===== src/rtl/csma_key_pkg.sv =====
package csma_key_pkg;
    typedef enum logic [2:0] {
        ST_IDLE   = 3'd0,
        ST_DEFER  = 3'd1,
        ST_KEYUP  = 3'd2,
        ST_TXDLY  = 3'd3,
        ST_SEND   = 3'd4,
        ST_TAIL   = 3'd5,
        ST_ENDDLY = 3'd6
    } key_state_e;
endpackage


===== src/rtl/csma_tick_timer.sv =====
module csma_tick_timer #(
    parameter int W = 8
) (
    input  logic         clk,
    input  logic         rst_n,
    input  logic         load,
    input  logic [W-1:0] val,
    input  logic         cancel,
    input  logic         tick,
    output logic         busy,
    output logic         fire
);
    localparam logic [W-1:0] ONE = W'(1);

    logic [W-1:0] cnt;

    always_ff @(posedge clk or negedge rst_n) begin
        if (!rst_n) begin
            cnt <= '0;
        end else if (cancel) begin
            cnt <= '0;
        end else if (load) begin
            cnt <= (val == '0) ? ONE : val;
        end else if (tick && cnt != '0) begin
            cnt <= cnt - ONE;
        end
    end

    assign busy = (cnt != '0);
    assign fire = tick && (cnt == ONE);

    // Once fired and not reloaded, the timer is idle
    AST_TIMER_IDLE_AFTER_FIRE: assert property (@(posedge clk) disable iff (!rst_n)
        fire && !load && !cancel |=> !busy);
    AST_TIMER_HOLD_NO_TICK: assert property (@(posedge clk) disable iff (!rst_n)
        !tick && !load && !cancel |=> $stable(cnt));
endmodule


===== src/rtl/csma_sat_cnt.sv =====
module csma_sat_cnt #(
    parameter int W = 8
) (
    input  logic         clk,
    input  logic         rst_n,
    input  logic         inc,
    output logic [W-1:0] cnt
);
    localparam logic [W-1:0] TOP = {W{1'b1}};

    always_ff @(posedge clk or negedge rst_n) begin
        if (!rst_n) begin
            cnt <= '0;
        end else if (inc && cnt != TOP) begin
            cnt <= cnt + W'(1);
        end
    end

    AST_SAT_STAYS_TOP: assert property (@(posedge clk) disable iff (!rst_n)
        cnt == TOP |=> cnt == TOP);
    AST_SAT_NO_SPURIOUS: assert property (@(posedge clk) disable iff (!rst_n)
        !inc |=> $stable(cnt));
endmodule


===== src/rtl/csma_key_ctrl.sv =====
module csma_key_ctrl
    import csma_key_pkg::*;
#(
    parameter int PARAM_W       = 8,
    parameter int LEN_W         = 12,
    parameter int CNT_W         = 8,
    parameter int RECHECK_TICKS = 10,
    parameter int KEYUP_TICKS   = 10
) (
    input  logic               clk,
    input  logic               rst_n,
    input  logic               tick,
    input  logic               frame_pending,
    input  logic [LEN_W-1:0]   frame_len,
    input  logic               carrier_det,
    input  logic [7:0]         rand_byte,
    input  logic [7:0]         p_persist,
    input  logic [PARAM_W-1:0] p_txdelay,
    input  logic [PARAM_W-1:0] p_slottime,
    input  logic [PARAM_W-1:0] p_squelch,
    input  logic [PARAM_W-1:0] p_enddelay,
    input  logic               byte_req,
    input  logic               underrun,
    output logic               rts,
    output logic               tx_en,
    output logic               rx_en,
    output logic               frame_start,
    output logic               byte_fetch,
    output logic               frame_done,
    output logic               frame_drop,
    output logic [CNT_W-1:0]   defer_cnt,
    output logic [CNT_W-1:0]   backoff_cnt
);
    localparam logic [PARAM_W-1:0] RECHECK_V = PARAM_W'(RECHECK_TICKS);
    localparam logic [PARAM_W-1:0] KEYUP_V   = PARAM_W'(KEYUP_TICKS);

    key_state_e st, nxt;

    logic               tx_busy, tx_fire, sq_busy, sq_fire;
    logic               tld, sq_load;
    logic [PARAM_W-1:0] tval;
    logic               go_start, go_fetch, go_done, go_drop;
    logic               inc_def, inc_bo, key_on, tx_on, key_off;
    logic [LEN_W-1:0]   left;

    // ---------------- next-state and action decode ----------------
    always_comb begin
        nxt      = st;
        tld      = 1'b0;
        tval     = '0;
        go_start = 1'b0;
        go_fetch = 1'b0;
        go_done  = 1'b0;
        go_drop  = 1'b0;
        inc_def  = 1'b0;
        inc_bo   = 1'b0;
        key_on   = 1'b0;
        tx_on    = 1'b0;
        key_off  = 1'b0;
        unique case (st)
            ST_IDLE: begin
                if (frame_pending && !tx_busy) nxt = ST_DEFER;
            end
            ST_DEFER: begin
                if (!tx_busy) begin
                    if (carrier_det) begin
                        inc_def = 1'b1;
                        tld     = 1'b1;
                        tval    = RECHECK_V;
                    end else if (p_persist <= rand_byte) begin
                        inc_bo  = 1'b1;
                        tld     = 1'b1;
                        tval    = p_slottime;
                    end else begin
                        nxt     = ST_KEYUP;
                        tld     = 1'b1;
                        tval    = KEYUP_V;
                        key_on  = 1'b1;
                    end
                end
            end
            ST_KEYUP: begin
                if (tx_fire) begin
                    nxt   = ST_TXDLY;
                    tld   = 1'b1;
                    tval  = p_txdelay;
                    tx_on = 1'b1;
                end
            end
            ST_TXDLY: begin
                if (tx_fire) begin
                    nxt      = ST_SEND;
                    go_start = 1'b1;
                    go_fetch = 1'b1;
                end
            end
            ST_SEND: begin
                if (underrun) begin
                    nxt     = ST_IDLE;
                    go_drop = 1'b1;
                    key_off = 1'b1;
                    tld     = 1'b1;
                    tval    = p_slottime;
                end else if (byte_req) begin
                    if (left != '0) go_fetch = 1'b1;
                    else            nxt      = ST_TAIL;
                end
            end
            ST_TAIL: begin
                if (byte_req) begin
                    nxt  = ST_ENDDLY;
                    tld  = 1'b1;
                    tval = p_enddelay;
                end
            end
            ST_ENDDLY: begin
                if (tx_fire) begin
                    go_done = 1'b1;
                    if (frame_pending) begin
                        nxt      = ST_SEND;
                        go_start = 1'b1;
                        go_fetch = 1'b1;
                    end else begin
                        nxt     = ST_IDLE;
                        key_off = 1'b1;
                    end
                end
            end
            default: nxt = ST_IDLE;
        endcase
    end

    assign sq_load = ((st == ST_IDLE) || (st == ST_DEFER)) && !rx_en && !sq_busy;

    // ---------------- state register and byte budget ----------------
    always_ff @(posedge clk or negedge rst_n) begin
        if (!rst_n) begin
            st   <= ST_IDLE;
            left <= '0;
        end else begin
            st <= nxt;
            if (go_start)      left <= (frame_len == '0) ? '0 : frame_len - LEN_W'(1);
            else if (go_fetch) left <= left - LEN_W'(1);
        end
    end

    // ---------------- registered outputs ----------------
    always_ff @(posedge clk or negedge rst_n) begin
        if (!rst_n) begin
            rts         <= 1'b0;
            tx_en       <= 1'b0;
            rx_en       <= 1'b0;
            frame_start <= 1'b0;
            byte_fetch  <= 1'b0;
            frame_done  <= 1'b0;
            frame_drop  <= 1'b0;
        end else begin
            frame_start <= go_start;
            byte_fetch  <= go_fetch;
            frame_done  <= go_done;
            frame_drop  <= go_drop;
            if (sq_fire) rx_en <= 1'b1;
            if (key_on) begin
                rts   <= 1'b1;
                rx_en <= 1'b0;
            end
            if (tx_on) tx_en <= 1'b1;
            if (key_off) begin
                rts   <= 1'b0;
                tx_en <= 1'b0;
                rx_en <= 1'b1;
            end
        end
    end

    // ---------------- timers and counters ----------------
    csma_tick_timer #(.W(PARAM_W)) u_tx_tmr (
        .clk(clk), .rst_n(rst_n), .load(tld), .val(tval), .cancel(1'b0),
        .tick(tick), .busy(tx_busy), .fire(tx_fire)
    );

    csma_tick_timer #(.W(PARAM_W)) u_sq_tmr (
        .clk(clk), .rst_n(rst_n), .load(sq_load), .val(p_squelch), .cancel(key_on),
        .tick(tick), .busy(sq_busy), .fire(sq_fire)
    );

    csma_sat_cnt #(.W(CNT_W)) u_def_cnt (
        .clk(clk), .rst_n(rst_n), .inc(inc_def), .cnt(defer_cnt)
    );

    csma_sat_cnt #(.W(CNT_W)) u_bo_cnt (
        .clk(clk), .rst_n(rst_n), .inc(inc_bo), .cnt(backoff_cnt)
    );

    // ---------------- assertions ----------------
    AST_TX_NEEDS_RTS: assert property (@(posedge clk) disable iff (!rst_n)
        tx_en |-> rts);
    AST_RX_OFF_WHILE_KEYED: assert property (@(posedge clk) disable iff (!rst_n)
        rts |-> !rx_en);
    AST_FETCH_ONLY_KEYED: assert property (@(posedge clk) disable iff (!rst_n)
        byte_fetch |-> tx_en);
    AST_DROP_RELEASES: assert property (@(posedge clk) disable iff (!rst_n)
        frame_drop |-> !tx_en && !rts && rx_en);
    AST_CARRIER_HOLDS_OFF: assert property (@(posedge clk) disable iff (!rst_n)
        st == ST_DEFER && !tx_busy && carrier_det |=> st == ST_DEFER && !rts);
    AST_CHAIN_KEEPS_KEY: assert property (@(posedge clk) disable iff (!rst_n)
        st == ST_ENDDLY && tx_fire && frame_pending |=> rts && tx_en && frame_start);
    AST_UNDERRUN_IDLE_IGNORED: assert property (@(posedge clk) disable iff (!rst_n)
        st != ST_SEND |=> !frame_drop);
endmodule


===== config.mk =====
export PLATFORM = sky130hd
export DESIGN_NAME = csma_key_ctrl
export DESIGN_NICKNAME = d
export VERILOG_FILES = /design/src/rtl/csma_key_pkg.sv /design/src/rtl/csma_tick_timer.sv /design/src/rtl/csma_sat_cnt.sv /design/src/rtl/csma_key_ctrl.sv
export SDC_FILE = /design/constraint.sdc
export NUM_CORES = 1
export LEC_CHECK = 0
export BUFFER_PORTS_ARGS = -buffer_cell sky130_fd_sc_hd__clkbuf_2
export CORE_MARGIN = 1.5
export CORE_UTILIZATION = 40
export DETAILED_ROUTE_END_ITERATION = 10
export SYNTH_ARGS = -nofsm -noshare
export SYNTH_HDL_FRONTEND = slang
export SYNTH_SLANG_ARGS = --single-unit

===== constraint.sdc =====
create_clock -name clk -period 5.8 [get_ports clk]
set_clock_uncertainty 0.1 [all_clocks]
set_input_delay 0.29 -clock clk [delete_from_list [all_inputs] [get_ports clk]]
set_output_delay 0.29 -clock clk [all_outputs]
set_load 0.01 [all_outputs]

* Word-level counts from Yosys, hierarchy flattened
Cells that the tools add are included.
Storage, ports and cells: bits of input ports 67, flip-flop bits (word level) 54, logic and storage cells 133, output and inout port bits 23
Operators by class: add/sub/neg operators 6, multiplexer cells 66, eq/ne operators 20, $lt $le $gt $ge 1, reductions and logical operators 27
Operators by type and width (number):
- 8-bit 2-to-1 mux | 13
- 12-bit 2-to-1 mux | 3
- 3-bit 2-to-1 mux | 12
- 1-bit 2-to-1 mux | 32
- 8-bit one-hot mux with 4 select lines | 1
- 12-bit by 1-bit subtractor with 12-bit output, second input constant | 2
- 3-bit one-hot mux with 7 select lines | 1
- 8-bit by 1-bit adder with 8-bit output, second input constant | 2
- 8-bit by 1-bit equality test with 1-bit output, second input constant | 2
- 8-bit zero test | 2
- 2-bit inequality test, second input constant | 8
- 8-bit inequality test, second input constant | 2
- 8-bit nonzero test | 2
- 8-bit by 1-bit subtractor with 8-bit output, second input constant | 2
- 12-bit zero test | 1
- 12-bit nonzero test | 1
- 10-bit AND reduction | 1
- 3-bit equality test, second input constant | 3
- 1-bit logical AND | 9
- 8-bit less-or-equal comparator | 1
- 2-bit nonzero test | 4
- 3-bit by 2-bit equality test with 1-bit output, second input constant | 2
- 3-bit inequality test, second input constant | 2
- 3-bit nonzero test | 2
- 7 further kinds | 10

* Depth between registers and ports, before layout
Gate-level depths: netlist of run 1.
depth after elaboration 8, depth in mapped cells 11

* Cells and area by module
From an unflattened synthesis of run 1, not the netlist that was laid out.
Unflattened totals: cell total of the unflattened synthesis 449, area, all modules 3976.3 µm²
By module, submodules not included:
- csma_key_ctrl | area an instance 1956.9 µm², cells an instance 243, times used 1, seq. area each 550.5 µm²
- csma_tick_timer | area an instance 601.8 µm², cells an instance 69, times used 2, seq. area each 200.2 µm²
- csma_sat_cnt | area an instance 407.9 µm², cells an instance 34, times used 2, seq. area each 200.2 µm²

* Worst setup path before layout of run 1
Ideal clock, no wire load.
path kind in2reg, from input port rand_byte[5], to register u_tx_tmr.cnt[0], data arrival time 2.182 ns, stages on the path 10, path slack 3.398 ns, cells stage by stage inv_1 > ha_1 > a211oi_2 > nor2_1 > or4_4 > a211oi_2 > or2_1 > buf_4 > a211oi_1 > a41o_1
Between the ends: cells in the longest elaborated chain, start to end 8
Ends and longest elaborated chain:
- start: declaration | line csma_key_ctrl.sv:16 | input logic [7:0] rand_byte,
- 8-bit less-or-equal comparator * | line csma_key_ctrl.sv:70 | end else if (p_persist <= rand_byte) begin
- 8-bit 2-to-1 mux * | line csma_key_ctrl.sv:70
- 8-bit 2-to-1 mux * | line csma_key_ctrl.sv:66 | if (carrier_det) begin
- 8-bit 2-to-1 mux * | line csma_key_ctrl.sv:65 | if (!tx_busy) begin
- 8-bit one-hot mux with 4 select lines * | line csma_key_ctrl.sv:60 | unique case (st)
- 8-bit zero test | line csma_tick_timer.sv:23 | cnt <= (val == '0) ? ONE : val;
- 8-bit 2-to-1 mux * | line csma_tick_timer.sv:23
- 8-bit 2-to-1 mux * | line csma_tick_timer.sv:22 | end else if (load) begin
- end signal: assignment | line csma_tick_timer.sv:23
- end signal: assignment | line csma_tick_timer.sv:25 | cnt <= cnt - ONE;
- end: declaration | line csma_tick_timer.sv:15 | logic [W-1:0] cnt;
Mark *: on every way between the ends. The rest lies on a longest branch, timed or not. A chain may end at the register's enable or synchronous reset.

* Worst setup path in the final report of run 1
from register left[0], to register left[11]
Between the ends: cells in the longest elaborated chain, start to end 6, elaborated cells between the ends (all ways) 9
Ends and longest elaborated chain:
- start: declaration | line csma_key_ctrl.sv:44 | logic [LEN_W-1:0] left;
- start signal: assignment | line csma_key_ctrl.sv:142 | if (go_start) left <= (frame_len == '0) ? '0 : frame_len - LEN_W'(1);
- start signal: assignment | line csma_key_ctrl.sv:143 | else if (go_fetch) left <= left - LEN_W'(1);
- 12-bit nonzero test | line csma_key_ctrl.sv:105 | if (left != '0) go_fetch = 1'b1;
- 1-bit 2-to-1 mux | line csma_key_ctrl.sv:105
- 1-bit 2-to-1 mux | line csma_key_ctrl.sv:104 | end else if (byte_req) begin
- 1-bit 2-to-1 mux | line csma_key_ctrl.sv:98 | if (underrun) begin
- 1-bit one-hot mux with 3 select lines | line csma_key_ctrl.sv:60
- via go_fetch | line csma_key_ctrl.sv:42 | logic go_start, go_fetch, go_done, go_drop;
- 2-bit nonzero test (no line)
The timed path passes the listed nets, and every way through them passes these cells. The select of a mux whose other input is x is not followed.

==> insert_results.sql, run 1 <==
INSERT INTO impl_metrics (metric_group, metric, value, unit) VALUES
('status', 'status', 'complete, no violations', ''),
('synthesis', 'netlist-cell-type-count', '60', ''),
('timing', 'grt_setup_unrepaired', 'no', ''),
('cells_and_area', 'final_layout_size_suffix_gt1_share', '24.0', '%'),
('cts', 'numCtsBuffers', '5', ''),
('floorplanning', 'die_w', '98.3', 'µm'),
('floorplanning', 'die_h', '98.3', 'µm'),
('timing', 'post-route-period-util', '46.4', '%'),
('timing', 'period_minus_slack', '2.69', 'ns'),
('route', 'vias', '3262', ''),
('cts', 'postCtsResizedCells', '0', ''),
('floorplanning', 'placement_rows', '34', ''),
('global_routing', 'largest_net_degree_at_the_start_of_global_routing', '55', ''),
('pwr', 'switching_power', '546', 'µW'),
('global_routing', 'vias_in_the_first_global_route', '3166', ''),
('job', 'maxCapViolCount', '0', ''),
('pwr', 'power.density_cell_area', '329', 'mW/mm²'),
('cts', 'clk_path_buf_depth', '2', ''),
('route', 'firstDrtPassIters', '4', ''),
('timing', 'worst-slew-pin-transition', '0.854', 'ns'),
('critical_path', 'critical_path_class', 'register to register', ''),
('cts', 'clk_latency_worst_skew_pair', '0.30', 'ns'),
('pwr', 'total_power_draw', '1.41', 'mW'),
('critical_path', 'worst_setup_path_start_kind', 'register', ''),
('critical_path', 'critPathRequiredTime', '5.88', 'ns'),
('timing', 'timing.final.setup_violations', '0', ''),
('synthesis', 'yosysTopAreaCellShare', '37.2', '%'),
('timing', 'timing.final.max_slew_violations', '0', ''),
('pwr', 'irDropWorstVdd', '0.000117', 'V'),
('pwr', 'power_frac_seq', '42.8', '%'),
('cts', 'cts-root-buf', 'sky130_fd_sc_hd__clkbuf_8', ''),
('cts', 'number_of_clock_sinks', '54', ''),
('timing', 'maxClockFrequency', '372', 'MHz'),
('placement', 'hpwl', '6.54', 'mm'),
('pwr', 'total_leakage_power', '2.08', 'nW'),
('global_routing', 'global_route_wire_length_before_repair', '14.4', 'mm'),
('global_routing', 'initial_antenna_violation_count', '0', ''),
('floorplanning', 'io-pin-count', '90', ''),
('synthesis', 'synth.yosys.warnings', '0', ''),
('cts', 'cts_hold_repair.buffers', '0', ''),
('route', 'wl_per_cell', '14.0', 'µm'),
('placement', 'count_of_port_buffers_added_during_placement', '89', ''),
('synthesis', 'synthDominantAreaCellType', 'sky130_fd_sc_hd__dfrtp_1', ''),
('critical_path', 'timing.critical_path.slowest_cell_delay', '0.60', 'ns'),
('synthesis', 'synth_sequential_area_ratio', '37.2', '%'),
('critical_path', 'worst_path_cell_chain', 'inv_1 > ha_1 > or4b_1 > nor2_1 > a21oi_2 > a21oi_4 > inv_2 > and3_1 > xnor2_1 > o22ai_1', ''),
('pwr', 'cell_internal_pwr', '864', 'µW'),
('route', 'route.final.wire_length', '8.50', 'mm'),
('floorplanning', 'dieArea', '0.00967', 'mm²'),
('timing', 'finalHoldViolations', '0', ''),
('synthesis', 'synth_edf_count', '0', ''),
('critical_path', 'cp_data_arrival_time', '2.77', 'ns'),
('cts', 'post-cts-setup-buffer-count', '0', ''),
('synthesis', 'synth.net_count', '499', ''),
('synthesis', 'synthesis.area_per_instance', '8.74', 'µm²'),
('cts', 'clock_tree.htree_level_count', '2', ''),
('synthesis', 'synth.area.top_cells', 'sky130_fd_sc_hd__dfrtp_1 (37%), sky130_fd_sc_hd__ha_1 (5.5%), sky130_fd_sc_hd__nor2_1 (5.5%)', ''),
('floorplanning', 'initial_core_util', '41.5', '%'),
('placement', 'dp_slack', '3.13', 'ns'),
('synthesis', 'synth_top_flop_cell', 'sky130_fd_sc_hd__dfrtp_1', ''),
('synthesis', 'synthMostInstantiatedCell', 'sky130_fd_sc_hd__dfrtp_1', ''),
('cts', 'clkTransAtPathRegs', '0.10', 'ns'),
('critical_path', 'critPathSlowestCell', 'sky130_fd_sc_hd__or4b_1', ''),
('route', 'drcViolationCount', '0', ''),
('timing', 'timing.slew.headroom', '42.8', '%'),
('route', 'detailedRoute.firstIterationViolations', '99', ''),
('synthesis', 'ys_ff_latch', '54', ''),
('synthesis', 'mappedNetlistArea', '0.00364', 'mm²'),
('critical_path', 'timing.critical_path.from', 'left[0]$_DFFE_PN0P_', ''),
('cells_and_area', 'finish.instance_area', '0.00429', 'mm²'),
('placement', 'gpl.final_weighted_congestion', '0.891', '');
-- power by group through the flow --
stage | registers, mW | clock network (mW) | logic (mW)
global placement | 0.608 | 0 | 0.536
detailed placement | 0.608 | 0 | 0.547
CTS | 0.602 | 0.266 | 0.551
finish | 0.604 | 0.257 | 0.549
floorplan | 0.561 | 0 | 0.452
global route | 0.620 | 0.278 | 0.635
-- state kept, by name, summed over array words and instances (netlist names), 3 cells and up --
signal and count:
u_tx_tmr.cnt 8, u_bo_cnt.cnt 8, u_sq_tmr.cnt 8, st 3
u_def_cnt.cnt 8, left 12
-- cell families after synthesis --
group / count (synthesis) / synth area share (%)
multiplexers: 7 / 2.06
adder cells (fa/ha/maj): 16 / 5.51
XOR/XNOR: 37 / 8.91
buffers and inverters: 37 / 4.16
flip-flops: 54 / 37.2
AND/OR/NAND/NOR: 170 / 25.2
AO/OA/AOI/OAI: 95 / 17.0
-- cell type report --
cell class	instances	area [µm²]
clock buffer	6	82.6
clock inverter	1	30.0
fill	845	4480
inverter	21	78.8
multi-input combinational	325	2130
sequential	54	1350
tap	108	135
timing repair buffer	93	475
-- worst max-delay path, delay by kind of cell, from the launching register on --
| family | cells | cell delay [ns] |
|---|---|---|
| simple gates | 3 | 0.98 |
| compound gates | 3 | 0.56 |
| flops | 1 | 0.40 |
| buf+inv | 2 | 0.20 |
| fa+ha+maj | 1 | 0.20 |
| xor+xnor | 1 | 0.13 |
-- final timing paths --
kind,depth (start not counted),slack [ns],to
worst max-delay path,10,3.11,left[11]$_DFFE_PN0P_
worst min register to register,1,0.39,u_def_cnt.cnt[6]$_DFFE_PN0P_
worst min-delay path,2,0.0008,u_sq_tmr.cnt[3]$_DFFE_PN0P_
max in group asynchronous,2,5.13,left[1]$_DFFE_PN0P_
min in group clk,3,0.12,u_sq_tmr.cnt[7]$_DFFE_PN0P_
worst max register to register,10,3.11,left[11]$_DFFE_PN0P_
-- placed cells by master (no fill, tap or decap), drive strengths merged, types with 6 or more instances in the layout --
master	netlist	final
a21oi	31	31
xnor2	17	17
o21ai	29	29
a211oi	7	7
inv	21	21
a22o	7	7
nor3b	6	6
ha	16	16
nor2	53	53
nand4	11	11
nand2	30	30
nor3	14	14
xor2	20	20
dfrtp	54	54
clkbuf	11	95
nand3	11	11
nor4	13	13
-- metal layers --
layer	vias to the layer above	GRT usage (%)	wire length, µm
met4	0	3.36	46
met5	-	0	0
met1	1519	25.6	4220
met2	76	28.3	3810
met3	5	3.15	433
li1	1662	-	-
(Power assumes the default switching activity.)
==> inputs of run 2 (changes only) <==
Clock period 5.8 ns to 2.8 ns, I/O delays scaled along.
==> run 2 against run 1 <==
- combinational power is 110% higher
- non-clock buffer count up 14
- die area unchanged
- first-iteration DRC count up 24%
- final cell count up 2.5%
- critical path depth shrank 1
- power rose by 100%
- flip-flop and latch count unchanged
- count of clock-buffer cells in the layout unchanged
- design area up 2.4%
- critical endpoint is now u_bo_cnt.cnt[5]$_DFFE_PN0P_
- highest routed layer unchanged
==> insert_results.sql, run 2 (synthesis results as in run 1) <==
INSERT INTO impl_metrics (metric_group, metric, value, unit) VALUES
('timing', 'timing.final.setup_violations', '0', ''),
('critical_path', 'critical_path_class', 'register to register', ''),
('timing', 'worst_slack', '0.296', 'ns'),
('cells_and_area', 'diodes', '0', ''),
('pwr', 'total_leakage_power', '2.13', 'nW'),
('timing', 'maxClockFrequency', '399', 'MHz'),
('cts', 'cts-root-buf', 'sky130_fd_sc_hd__clkbuf_8', ''),
('floorplanning', 'fp.coreArea', '0.00876', 'mm²'),
('route', 'vias', '3299', ''),
('floorplanning', 'io-pin-count', '90', ''),
('floorplanning', 'die_w', '98.3', 'µm'),
('route', 'drcViolationCount', '0', ''),
('route', 'firstDrtPassIters', '4', ''),
('cts', 'post-cts-setup-buffer-count', '0', ''),
('cells_and_area', 'final_common_cell', 'sky130_fd_sc_hd__clkbuf_2', ''),
('cts', 'tritoncts', 'done', ''),
('timing', 'finalHoldViolations', '0', ''),
('cells_and_area', 'final_net_count', '597', ''),
('route', 'final_antenna_net_count', '0', ''),
('cells_and_area', 'fill_cells', '888', ''),
('timing', 'setup_total_negative_slack', '0', 'ns'),
('global_routing', 'grt_util_all_layers', '18.0', '%'),
('timing', 'post-route-period-util', '89.4', '%'),
('cells_and_area', 'final_standard_cell_utilization_of_the_core', '50.1', '%'),
('cts', 'clock_tree.htree_level_count', '2', ''),
('worst_hold_path', 'holdCritPathClass', 'input port to register', ''),
('critical_path', 'worst_setup_path_start_kind', 'register', ''),
('cts', 'postCtsResizedCells', '0', ''),
('cells_and_area', 'final_layout_size_suffix_gt1_share', '25.4', '%'),
('cells_and_area', 'largest_reg_flops', '12', ''),
('timing', 'timing.final.max_slew_violations', '0', ''),
('floorplanning', 'die_h', '98.3', 'µm'),
('pwr', 'irDropWorstVdd', '0.000230', 'V'),
('cells_and_area', 'most-common-layout-cells', 'sky130_fd_sc_hd__clkbuf_2 (89), sky130_fd_sc_hd__dfrtp_1 (54), sky130_fd_sc_hd__nor2_1 (53), sky130_fd_sc_hd__nand2_1 (30), sky130_fd_sc_hd__a21oi_1 (28)', ''),
('global_routing', 'globalRouteOverflowTotal', '0', ''),
('cts', 'number_of_clock_sinks', '54', ''),
('cells_and_area', 'regMostFlops', 'left', ''),
('placement', 'gpl.final_weighted_congestion', '0.879', ''),
('pwr', 'power.density_cell_area', '655', 'mW/mm²'),
('global_routing', 'global_route_wire_length_before_repair', '14.5', 'mm'),
('route', 'route.final.wire_length', '8.47', 'mm'),
('critical_path', 'critPathRequiredTime', '2.94', 'ns'),
('placement', 'dp_slack', '0.288', 'ns'),
('global_routing', 'initial_antenna_violation_count', '0', ''),
('cts', 'cts_hold_repair.buffers', '4', ''),
('cts', 'clk_latency_worst_skew_pair', '0.30', 'ns'),
('placement', 'count_of_port_buffers_added_during_placement', '89', ''),
('pwr', 'total_power_draw', '2.88', 'mW'),
('cts', 'clk_path_buf_depth', '2', ''),
('timing', 'period_minus_slack', '2.50', 'ns'),
('timing', 'worst-slew-pin-transition', '0.681', 'ns'),
('timing', 'timing.slew.headroom', '54.2', '%'),
('floorplanning', 'placement_rows', '34', ''),
('route', 'wl_per_cell', '13.6', 'µm'),
('cts', 'clkTransAtPathRegs', '0.10', 'ns'),
('cells_and_area', 'area_delta_synth_final', '20.7', '%'),
('job', 'maxCapViolCount', '0', ''),
('route', 'detailedRoute.firstIterationViolations', '123', ''),
('critical_path', 'critPathMaxFanout', '6', ''),
('critical_path', 'timing.critical_path.to_type', 'register', ''),
('floorplanning', 'dieArea', '0.00967', 'mm²'),
('global_routing', 'largest_net_degree_at_the_start_of_global_routing', '55', ''),
('cts', 'numCtsBuffers', '5', ''),
('placement', 'hpwl', '6.66', 'mm'),
('status', 'status', 'complete, no violations', ''),
('global_routing', 'vias_in_the_first_global_route', '3185', ''),
('floorplanning', 'initial_core_util', '41.5', '%'),
('timing', 'grt_setup_unrepaired', 'no', ''),
('route', 'post_drt_via_cell_ratio', '5.30', ''),
('timing', 'finalHoldWorstSlack', '0.00761', 'ns'),
('critical_path', 'cp_data_arrival_time', '2.64', 'ns');
[run 2: cell count changes in the layout (fill, tap and decap cells not counted)]
cell / before / now
sky130_fd_sc_hd__inv_6: 0 / 1
sky130_fd_sc_hd__clkinvlp_4: 0 / 1
sky130_fd_sc_hd__bufinv_16: 1 / 0
sky130_fd_sc_hd__dlygate4sd3_1: 0 / 4
sky130_fd_sc_hd__buf_4: 4 / 14
[run 2: final timing paths]
| check | start | end | slack [ns] | cells after the start |
|---|---|---|---|---|
| max | u_tx_tmr.cnt[0]$_DFFE_PN0P_ | u_bo_cnt.cnt[5]$_DFFE_PN0P_ | 0.30 | 9 |
| min | p_squelch[6] | u_sq_tmr.cnt[6]$_DFFE_PN0P_ | 0.008 | 3 |
| max reg2reg | u_tx_tmr.cnt[0]$_DFFE_PN0P_ | u_bo_cnt.cnt[5]$_DFFE_PN0P_ | 0.30 | 9 |
| min reg2reg | u_def_cnt.cnt[6]$_DFFE_PN0P_ | u_def_cnt.cnt[6]$_DFFE_PN0P_ | 0.40 | 1 |
| max in group asynchronous | rst_n | u_bo_cnt.cnt[0]$_DFFE_PN0P_ | 1.75 | 3 |
| min in group asynchronous | rst_n | u_sq_tmr.cnt[1]$_DFFE_PN0P_ | 0.40 | 3 |
[run 2: layer usage]
layer | GRT usage, % | part of all wire, % | up-vias | wire [µm]
met3 | 3.87 | 6.4 | 2 | 545
met5 | 0 | 0 | - | 0
met2 | 29.0 | 44 | 98 | 3750
li1 | - | - | 1698 | -
met1 | 24.9 | 49 | 1501 | 4130
met4 | 4.01 | 0.46 | 0 | 39
[run 2: cell type report]
class                           count  area (µm²)  area share (%)
Clock inverter                      2        16.3           0.371
Multi-Input combinational cell    325        2130            48.6
Clock buffer                        6        82.6            1.88
Tap cell                          108         135            3.08
Sequential cell                    54        1350            30.8
Timing Repair Buffer              107         591            13.5
Inverter                           21        78.8            1.80
[run 2: per-stage QoR]
stage	area (µm²)	cells
3_3_place_gp	4250	611
5_1_grt	4390	623
6_report	4390	623
4_1_cts	4390	623
2_1_floorplan	3640	416
3_5_place_dp	4250	611
[run 2: critical path, stage by stage (launching register included)]
cell	delay (ns)
sky130_fd_sc_hd__dfrtp_1	0.43
sky130_fd_sc_hd__inv_1	0.08
sky130_fd_sc_hd__ha_1	0.21
sky130_fd_sc_hd__nor4b_1	0.29
sky130_fd_sc_hd__nand4b_1	0.20
sky130_fd_sc_hd__or3_1	0.42
sky130_fd_sc_hd__a21oi_4	0.21
sky130_fd_sc_hd__nand4_1	0.21
sky130_fd_sc_hd__nor2_1	0.17
sky130_fd_sc_hd__xor2_1	0.14
[run 2: where the power goes]
part           switching [mW]  internal [mW]  total [mW]
combinational           0.627          0.556        1.18
clock                   0.258          0.204       0.462
sequential              0.253          0.977        1.23
total                    1.14           1.74        2.88
==> inputs of run 3 (changes only) <==
Settings changed: PLACE_DENSITY set to 0.63.
==> run 3 against run 2 <==
- global-route usage rose by 0.38 points
- sequential share of layout area decreased by 0.24 points
- count of clock-buffer cells in the layout unchanged
- combinational power about the same
- core utilization grew 0.39 points
- power grew 1.5%
- die area is the same
- critical path type unchanged
- highest routed layer unchanged
==> insert_results.sql, run 3 (synthesis results as in run 1) <==
INSERT INTO impl_metrics (metric_group, metric, value, unit) VALUES
('status', 'status', 'complete, no violations', ''),
('critical_path', 'critical_path_buf_inv_count', '1', ''),
('route', 'vias', '3362', ''),
('route', 'post_drt_via_cell_ratio', '5.38', ''),
('floorplanning', 'die_h', '98.3', 'µm'),
('critical_path', 'total_number_of_cells_along_the_worst_setup_path', '9', ''),
('cells_and_area', 'most-common-layout-cells', 'sky130_fd_sc_hd__clkbuf_2 (89), sky130_fd_sc_hd__dfrtp_1 (54), sky130_fd_sc_hd__nor2_1 (53), sky130_fd_sc_hd__nand2_1 (30), sky130_fd_sc_hd__a21oi_1 (28)', ''),
('global_routing', 'global_route_wire_length_before_repair', '14.8', 'mm'),
('route', 'firstDrtPassIters', '4', ''),
('cts', 'number_of_clock_sinks', '54', ''),
('cells_and_area', 'area_delta_synth_final', '21.6', '%'),
('global_routing', 'largest_net_degree_at_the_start_of_global_routing', '33', ''),
('worst_hold_path', 'holdCritPathClass', 'input port to register', ''),
('cells_and_area', 'final_net_count', '599', ''),
('placement', 'hpwl', '6.78', 'mm'),
('floorplanning', 'io-pin-count', '90', ''),
('pwr', 'total_power_draw', '2.92', 'mW'),
('floorplanning', 'dieArea', '0.00967', 'mm²'),
('route', 'detailedRoute.firstIterationViolations', '127', ''),
('cells_and_area', 'sequential_cell_area', '0.00135', 'mm²'),
('cts', 'numCtsBuffers', '5', ''),
('cells_and_area', 'regMostFlops', 'left', ''),
('route', 'final_antenna_net_count', '0', ''),
('global_routing', 'globalRouteOverflowTotal', '0', ''),
('cts', 'clock_tree.htree_level_count', '2', ''),
('global_routing', 'initial_antenna_violation_count', '0', ''),
('placement', 'placement.cell_area', '0.00424', 'mm²'),
('timing', 'maxClockFrequency', '403', 'MHz'),
('critical_path', 'worst_setup_path_start_kind', 'register', ''),
('cts', 'clk_path_buf_depth', '2', ''),
('route', 'drcViolationCount', '0', ''),
('cts', 'tritoncts', 'done', ''),
('cells_and_area', 'largest_reg_flops', '12', ''),
('timing', 'timing.final.setup_violations', '0', ''),
('cells_and_area', 'multi_input_comb_area', '0.00213', 'mm²'),
('critical_path', 'cp_data_arrival_time', '2.61', 'ns'),
('cts', 'post-cts-setup-buffer-count', '0', ''),
('floorplanning', 'initial_core_util', '41.5', '%'),
('placement', 'gpl.final_weighted_congestion', '0.858', ''),
('job', 'maxCapViolCount', '0', ''),
('timing', 'worst-slew-pin-transition', '0.813', 'ns'),
('pwr', 'power.density_cell_area', '660', 'mW/mm²'),
('timing', 'timing.slew.headroom', '45.8', '%'),
('cells_and_area', 'diodes', '0', ''),
('worst_hold_path', 'worstHoldPathCells', '3', ''),
('cells_and_area', 'finish.instance_area', '0.00442', 'mm²'),
('global_routing', 'grt_util_met1', '26.2', '%'),
('placement', 'count_of_port_buffers_added_during_placement', '89', ''),
('route', 'route.final.wire_length', '8.57', 'mm'),
('floorplanning', 'fp.coreArea', '0.00876', 'mm²'),
('global_routing', 'grt_busiest_layer', 'met2', ''),
('critical_path', 'timing.critical_path.to_type', 'register', ''),
('pwr', 'irDropWorstVdd', '0.000305', 'V'),
('timing', 'post-route-period-util', '88.7', '%'),
('critical_path', 'timing.critical_path.slowest_cell_delay', '0.43', 'ns'),
('timing', 'setup_total_negative_slack', '0', 'ns'),
('global_routing', 'grt_util_all_layers', '18.4', '%'),
('cts', 'clkTransAtPathRegs', '0.09', 'ns'),
('timing', 'finalHoldViolations', '0', ''),
('critical_path', 'worst_path_cell_chain', 'inv_1 > ha_1 > nor4b_1 > nand4b_1 > or3_1 > a21oi_4 > nand4_1 > nor2_1 > xor2_1', ''),
('global_routing', 'vias_in_the_first_global_route', '3182', ''),
('global_routing', 'global_route.usage.met2', '29.7', '%'),
('critical_path', 'critPathMaxFanout', '6', ''),
('cells_and_area', 'final_layout_size_suffix_gt1_share', '25.0', '%'),
('critical_path', 'critical_path_class', 'register to register', ''),
('timing', 'grt_setup_unrepaired', 'no', ''),
('global_routing', 'grtUsageMet3', '3.29', '%'),
('timing', 'timing.final.max_slew_violations', '0', ''),
('critical_path', 'critical_path.top_delay_family', 'simple AND/OR/NAND/NOR gates', ''),
('floorplanning', 'placement_rows', '34', ''),
('timing', 'period_minus_slack', '2.48', 'ns'),
('cts', 'clk_latency_worst_skew_pair', '0.30', 'ns'),
('critical_path', 'reg2regPathDepth', '9', ''),
('cts', 'cts-root-buf', 'sky130_fd_sc_hd__clkbuf_8', ''),
('cells_and_area', 'fill_cells', '837', ''),
('cts', 'cts_hold_repair.buffers', '7', ''),
('critical_path', 'critPathSlowestCell', 'sky130_fd_sc_hd__dfrtp_1', ''),
('cts', 'postCtsResizedCells', '0', ''),
('floorplanning', 'die_w', '98.3', 'µm'),
('critical_path', 'critPathRequiredTime', '2.93', 'ns'),
('cells_and_area', 'final_common_cell', 'sky130_fd_sc_hd__clkbuf_2', ''),
('route', 'wl_per_cell', '13.7', 'µm'),
('pwr', 'total_leakage_power', '2.14', 'nW');
==> run 3: changes by cell type in the layout (fill, tap and decap cells not counted), sizes merged <==
cell / delta
dlygate4sd3: +3
bufinv: +1
buf: -1
inv: -1
==> run 3: path summary, 6_finish.rpt <==
path | endpoint | from | slack, ns
max | u_bo_cnt.cnt[7]$_DFFE_PN0P_ | u_tx_tmr.cnt[0]$_DFFE_PN0P_ | 0.32
min | u_sq_tmr.cnt[4]$_DFFE_PN0P_ | p_squelch[4] | 0.01
max reg2reg | u_bo_cnt.cnt[7]$_DFFE_PN0P_ | u_tx_tmr.cnt[0]$_DFFE_PN0P_ | 0.32
min reg2reg | u_def_cnt.cnt[6]$_DFFE_PN0P_ | u_def_cnt.cnt[6]$_DFFE_PN0P_ | 0.40
max in group asynchronous | u_bo_cnt.cnt[7]$_DFFE_PN0P_ | rst_n | 1.55
min in group asynchronous | u_sq_tmr.cnt[2]$_DFFE_PN0P_ | rst_n | 0.35
==> run 3: worst min-delay path: stages <==
cell and delay (ns):
sky130_fd_sc_hd__clkbuf_2 0.09, sky130_fd_sc_hd__a221oi_1 0.07, sky130_fd_sc_hd__nor2_1 0.08
==> run 3: per-layer routing <==
metal	wire (µm)	share of wire, %
met5	0	0
met4	57	0.66
met3	410	4.8
met2	3920	46
met1	4190	49
==> run 3: report_power, final <==
group	leakage, nW	internal, mW	total, mW	switching [mW]
sequential	0.710	0.977	1.23	0.254
combinational	1.38	0.549	1.17	0.622
clock	0.0514	0.267	0.515	0.248
total	2.14	1.79	2.92	1.12
==> run 3: through the flow <==
step / hold slack [ns] / util, % / setup WS, ns / std cells
global placement: 0.185 / 48.4 / 0.359 / 610
CTS: 0.0115 / 50.5 / 0.316 / 625
finish: 0.0113 / 50.5 / 0.316 / 625
global route: 0.0343 / 50.5 / 0.173 / 625
detailed placement: 0.175 / 48.4 / 0.328 / 610
floorplan: -0.256 / - / 0.508 / 416
==> run 3: area by class of cell <==
cell class	count	share of cell area, %
multi-input combinational	325	48.2
inverter	21	1.78
clock inverter	2	0.849
sequential	54	30.6
clock buffer	6	1.64
timing repair buffer	109	13.9
tap	108	3.06
